<file path="config.mk">
export PLATFORM = sky130hd
export DESIGN_NAME = idcode_reader
export DESIGN_NICKNAME = d
export VERILOG_FILES = /design/src/rtl/idr_pkg.sv /design/src/rtl/idr_delay_timer.sv /design/src/rtl/idr_parity_chk.sv /design/src/rtl/idcode_reader.sv
export SDC_FILE = /design/constraint.sdc
export NUM_CORES = 1
export LEC_CHECK = 0
export BUFFER_PORTS_ARGS = -buffer_cell sky130_fd_sc_hd__clkbuf_2
export CAP_MARGIN = 20
export CORE_MARGIN = 4
export CORE_UTILIZATION = 52
export DETAILED_ROUTE_END_ITERATION = 8
export GPL_TIMING_DRIVEN = 0
export PLACE_DENSITY = 0.8
export SLEW_MARGIN = 30
export SYNTH_ARGS = -nofsm -noshare
export SYNTH_HDL_FRONTEND = slang
export SYNTH_SLANG_ARGS = --single-unit
</file>
<file path="constraint.sdc">
create_clock -name clk -period 2.3 [get_ports clk]
set_input_delay 0.69 -clock clk [delete_from_list [all_inputs] [get_ports clk]]
set_output_delay 0.69 -clock clk [all_outputs]
set_load 0.005 [all_outputs]
</file>
<file path="src/rtl/idr_pkg.sv">
package idr_pkg;
    localparam int BYTE_W = 8;

    typedef enum logic [1:0] {
        ST_IDLE  = 2'd0,
        ST_BYTE0 = 2'd1,
        ST_BYTE1 = 2'd2
    } idr_state_e;

    typedef struct packed {
        idr_state_e        st;
        logic              a0;
        logic              done;
        logic              abort;
        logic [BYTE_W-1:0] mfr;
        logic [BYTE_W-1:0] dev;
        logic              perr;
        logic              match;
    } idr_regs_t;
endpackage

</file>
<file path="src/rtl/idr_delay_timer.sv">
module idr_delay_timer #(
    parameter int DLY_W = 8
) (
    input  logic             clk,
    input  logic             rst_n,
    input  logic             load_i,
    input  logic [DLY_W-1:0] load_val_i,
    output logic             zero_o
);
    logic [DLY_W-1:0] cnt_d, cnt_q;

    always_comb begin
        cnt_d = cnt_q;
        if (load_i)
            cnt_d = load_val_i;
        else if (cnt_q != '0)
            cnt_d = cnt_q - DLY_W'(1);
    end

    always_ff @(posedge clk or negedge rst_n) begin
        if (!rst_n) cnt_q <= '0;
        else        cnt_q <= cnt_d;
    end

    assign zero_o = (cnt_q == '0);

    AST_NO_UNDERFLOW: assert property (@(posedge clk) disable iff (!rst_n)
        (!load_i && cnt_q == '0) |=> (cnt_q == '0));
endmodule

</file>
<file path="src/rtl/idr_parity_chk.sv">
module idr_parity_chk
    import idr_pkg::*;
(
    input  logic [BYTE_W-1:0] byte_i,
    output logic              ok_o
);
    // Odd parity over all bits; bit 7 is the parity bit.
    assign ok_o = ^byte_i;
endmodule

</file>
<file path="src/rtl/idcode_reader.sv">
module idcode_reader
    import idr_pkg::*;
#(
    parameter int               ADDR_W  = 14,
    parameter int               DLY_W   = 8,
    parameter logic [BYTE_W-1:0] EXP_MFR = 8'h89,
    parameter logic [BYTE_W-1:0] EXP_DEV = 8'h83
) (
    input  logic              clk,
    input  logic              rst_n,
    input  logic              start_i,
    input  logic              temp_ok_i,
    input  logic [DLY_W-1:0]  access_dly_i,
    input  logic [BYTE_W-1:0] dev_data_i,
    output logic              hv_req_o,
    output logic [ADDR_W-1:0] dev_addr_o,
    output logic              ce_n_o,
    output logic              oe_n_o,
    output logic              done_o,
    output logic              abort_o,
    output logic [BYTE_W-1:0] mfr_code_o,
    output logic [BYTE_W-1:0] dev_code_o,
    output logic              par_err_o,
    output logic              match_o
);
    localparam int NBYTES = 2;

    idr_regs_t r_d, r_q;
    logic      tmr_load, tmr_zero;
    logic [BYTE_W-1:0] chk_byte [NBYTES];
    logic [NBYTES-1:0] par_ok;

    idr_delay_timer #(.DLY_W(DLY_W)) u_timer (
        .clk        (clk),
        .rst_n      (rst_n),
        .load_i     (tmr_load),
        .load_val_i (access_dly_i),
        .zero_o     (tmr_zero)
    );

    // Byte 0 is checked from its latch, byte 1 straight off the bus.
    assign chk_byte[0] = r_q.mfr;
    assign chk_byte[1] = dev_data_i;

    for (genvar g = 0; g < NBYTES; g++) begin : g_par
        idr_parity_chk u_par (
            .byte_i (chk_byte[g]),
            .ok_o   (par_ok[g])
        );
    end

    always_comb begin
        r_d      = r_q;
        r_d.done = 1'b0;
        tmr_load = 1'b0;
        unique case (r_q.st)
            ST_IDLE: begin
                if (start_i) begin
                    r_d.mfr   = '0;
                    r_d.dev   = '0;
                    r_d.perr  = 1'b0;
                    r_d.match = 1'b0;
                    r_d.a0    = 1'b0;
                    if (temp_ok_i) begin
                        r_d.abort = 1'b0;
                        r_d.st    = ST_BYTE0;
                        tmr_load  = 1'b1;
                    end else begin
                        r_d.abort = 1'b1;
                        r_d.done  = 1'b1;
                    end
                end
            end
            ST_BYTE0: begin
                if (!temp_ok_i) begin
                    r_d.st    = ST_IDLE;
                    r_d.a0    = 1'b0;
                    r_d.abort = 1'b1;
                    r_d.done  = 1'b1;
                end else if (tmr_zero) begin
                    r_d.mfr  = dev_data_i;
                    r_d.a0   = 1'b1;
                    r_d.st   = ST_BYTE1;
                    tmr_load = 1'b1;
                end
            end
            ST_BYTE1: begin
                if (!temp_ok_i) begin
                    r_d.st    = ST_IDLE;
                    r_d.a0    = 1'b0;
                    r_d.abort = 1'b1;
                    r_d.done  = 1'b1;
                end else if (tmr_zero) begin
                    r_d.dev   = dev_data_i;
                    r_d.a0    = 1'b0;
                    r_d.st    = ST_IDLE;
                    r_d.done  = 1'b1;
                    r_d.perr  = ~&par_ok;
                    r_d.match = (&par_ok) && (r_q.mfr == EXP_MFR)
                                && (dev_data_i == EXP_DEV);
                end
            end
            default: r_d.st = ST_IDLE;
        endcase
    end

    always_ff @(posedge clk or negedge rst_n) begin
        if (!rst_n) r_q <= '{st: ST_IDLE, default: '0};
        else        r_q <= r_d;
    end

    assign hv_req_o   = (r_q.st != ST_IDLE);
    assign ce_n_o     = ~hv_req_o;
    assign oe_n_o     = ~hv_req_o;
    assign dev_addr_o = {{(ADDR_W-1){1'b0}}, r_q.a0};
    assign done_o     = r_q.done;
    assign abort_o    = r_q.abort;
    assign mfr_code_o = r_q.mfr;
    assign dev_code_o = r_q.dev;
    assign par_err_o  = r_q.perr;
    assign match_o    = r_q.match;

    AST_MODE_ENABLES: assert property (@(posedge clk) disable iff (!rst_n)
        hv_req_o |-> (!ce_n_o && !oe_n_o && dev_addr_o[ADDR_W-1:1] == '0));
    AST_A0_IN_MODE: assert property (@(posedge clk) disable iff (!rst_n)
        $rose(dev_addr_o[0]) |-> $past(hv_req_o));
    AST_DONE_PULSE: assert property (@(posedge clk) disable iff (!rst_n)
        done_o |=> !done_o);
    AST_DONE_RELEASES: assert property (@(posedge clk) disable iff (!rst_n)
        done_o |-> !hv_req_o);
    AST_MATCH_CLEAN: assert property (@(posedge clk) disable iff (!rst_n)
        match_o |-> !par_err_o);
    AST_ABORT_DROP: assert property (@(posedge clk) disable iff (!rst_n)
        (hv_req_o && !temp_ok_i) |=> (!hv_req_o && abort_o));
endmodule

</file>
==> impl_metrics.toml <==
[placed_design]
placed_area_um2 = 2250
portBuffers = 43
routabilityCongestion = 0.853
dp_hpwl_mm = 3.07

[global_route]
grt_pass1_vias = 1520
grt_antenna_before_repair = 0
grt_remaining_overflow = 0
grt_max_degree = 32
grt_pass1_wl_mm = 6.77
grt_use_total_pct = 17.8

[power_and_ir_drop]
p_int_w = 0.00112
power_switching_w = 0.000544
powerDensity_nw_per_um2 = 704
ir_drop_v = 0.000775
p_leak_nw = 1.21
p_clk_share_pct = 26.1
power.share.switching_pct = 32.8
comb_power_share_pct = 29.7
total_power_w = 0.00166
seqPwrFrac_pct = 44.2

[finish]
syn_to_final_growth_pct = 21.6
postLayoutCellArea_um2 = 2350
utilization_pct = 67.9
drive_gt1_share_pct = 33.2
final_nets = 307
num_antenna_cells = 0

[synthesis]
ys_seq_elements = 31
syn_area_um2 = 1940
avgSynthCellArea_um2 = 9.01
yosysMostFrequentCell = "nand2_1"
synth.area.top_cells = "dfrtp_1, buf_4, nand2_1"
synth_common_cells = "nand2_1, buf_4, dfrtp_1"
async_flop_share_pct = 100
synth_cell_types = 38
ys_warn_count = 0
synthCells = 215
synth_top_area_share_pct = 40.1
synth_top_cell_by_area = "dfrtp_1"
yosysSeqAreaShare_pct = 40.1
synth-edff-count = 0
ys.flop_type = "dfrtp_1"

[floorplanning]
die_y_um = 69.0
num_rows = 21
ioPinCount = 57
die_w_um = 69.0
coreArea_um2 = 3470
dieArea_um2 = 4770
start_util_pct = 55.8

[clock_tree]
worst_skew_pair.late_latency_ps = 280
clk_pin_slew_ps = 60
cts_tree = "built"
clk_path_buf_depth = 2
clockRootBuffer = "clkbuf_8"
clock_sinks = 31
cts_made_buffers = 5
htreeDepth = 2
cts_setup_buffers = 0

[sta]
post-route-period-util_pct = 94.4
tns_ps = 0
setup_viol = 0
rsz0062_at_grt = "false"
slew_headroom_pct = 49.3
fmax_mhz = 461
hold_violations = 0
skew_ps = 3.20
worst_slew_pin_slew_ps = 760
slew_viol_final = 0
fin_crit_ps = 2170

[routing]
antenna_left = 0
dr.first_iter.drc_count = 64
drc = 0
drt-total-wl_mm = 4.04
viasPerCell = 4.84
dr.pass1.iters = 4
via_count = 1562
wire_per_inst_um = 12.5

[setup_path]
crit_fanout = 10
end_kind = "output port"
crit_required_ps = 1610
crit_arrival_ps = 1480
crit_type = "reg -> out"
cp-start-kind = "flop"

[run_status]
status = "finished, final reports clean"

[run]
drv_cap = 0

[worst_hold_path]
hold_class = "in -> async"
==> worst paths after layout <==
path                                    end  cells after the start              from  slack, ps
setup / recovery                     oe_n_o                      4           r_q[22]        130
hold / removal                mfr_code_o[6]                      1             rst_n        470
setup reg to reg           u_timer.cnt_q[0]                      6  u_timer.cnt_q[0]        260
hold reg to reg                   par_err_o                      2         par_err_o        530
max in group asynchronous  u_timer.cnt_q[1]                      1             rst_n       1350
min in group clk                  par_err_o                      2         par_err_o        530
==> power groups by stage <==
stage          sequential [W]  clock, W  combinational [W]
2_1_floorplan        0.000717         0           0.000380
3_3_place_gp         0.000735         0           0.000469
3_5_place_dp         0.000735         0           0.000489
4_1_cts              0.000728  0.000442           0.000494
5_1_grt              0.000747  0.000468           0.000550
6_report             0.000734  0.000433           0.000492
==> sequential cells by signal, summed over array words and instances, names as in the netlist <==
name and count:
match_o 1, mfr_code_o 8, u_timer.cnt_q 8, par_err_o 1, dev_code_o 8, abort_o 1, done_o 1, dev_addr_o 1
r_q 2
==> area by class of cell <==
type                    count  area (um2)
clock inverters             1        5.00
flip-flops and latches     31         776
clock buffers               6        82.6
well taps                  46        57.6
inverters                  14        52.6
fillers                   317        1110
multi-input cells         143         895
plain buffers              39         272
repair buffers             43         215
==> through the flow <==
step	hold slack (ps)	setup slack [ps]	instances
after floorplan	394	346	227
after global placement	497	111	316
after detailed placement	517	48.8	316
after CTS	492	21.2	323
after global routing	545	6.72	323
final	467	130	323
==> critical path: stages, from the launching register on <==
cell	delay, ps
dfrtp_1	370
clkbuf_1	200
nor2_1	360
buf_4	170
clkbuf_2	100
==> cells in the final DEF, fill, tap and decap left out, types with 6 or more instances in the layout <==
master / Yosys / final
clkbuf_2: 0 / 43
nand2_1: 37 / 37
buf_4: 31 / 31
dfrtp_1: 31 / 31
o21ai_0: 19 / 19
inv_1: 14 / 14
conb_1: 1 / 13
ha_1: 10 / 10
xnor2_1: 8 / 8
nor2_1: 7 / 7
clkbuf_1: 6 / 6
a22o_1: 6 / 6
clkbuf_8: 0 / 6
==> repair_timing <==
item / 4_1_cts / 5_1_grt
hold buffers: 0 / 0
setup endpoints to repair: 0 / 5
resized for setup: 0 / 2
==> cell families (layout without fill, tap and decap cells) <==
group	count (synthesis)	after routing	synth area share, %
and+or+nand+nor	71	71	18.5
buffers and inverters	53	103	16.7
AOI/OAI and AO/OA	35	35	11.6
DFF	31	31	40.1
xor gates and xnor gates	13	13	5.88
adders and majority gates	10	10	6.46
other	1	13	0.194
muxes	1	1	0.581
==> routing by layer <==
| layer | track usage (%) | vias to the layer above | routed length [um] | part of all wire [%] |
|---|---|---|---|---|
| met2 | 32.7 | 43 | 2170 | 54 |
| li1 | - | 788 | - | - |
| met5 | 0 | - | 0 | 0 |
| met1 | 19.0 | 725 | 1560 | 38 |
| met4 | 5.21 | 0 | 49 | 1.2 |
| met3 | 6.10 | 6 | 267 | 6.6 |
Power figures use the tool's default switching activity.
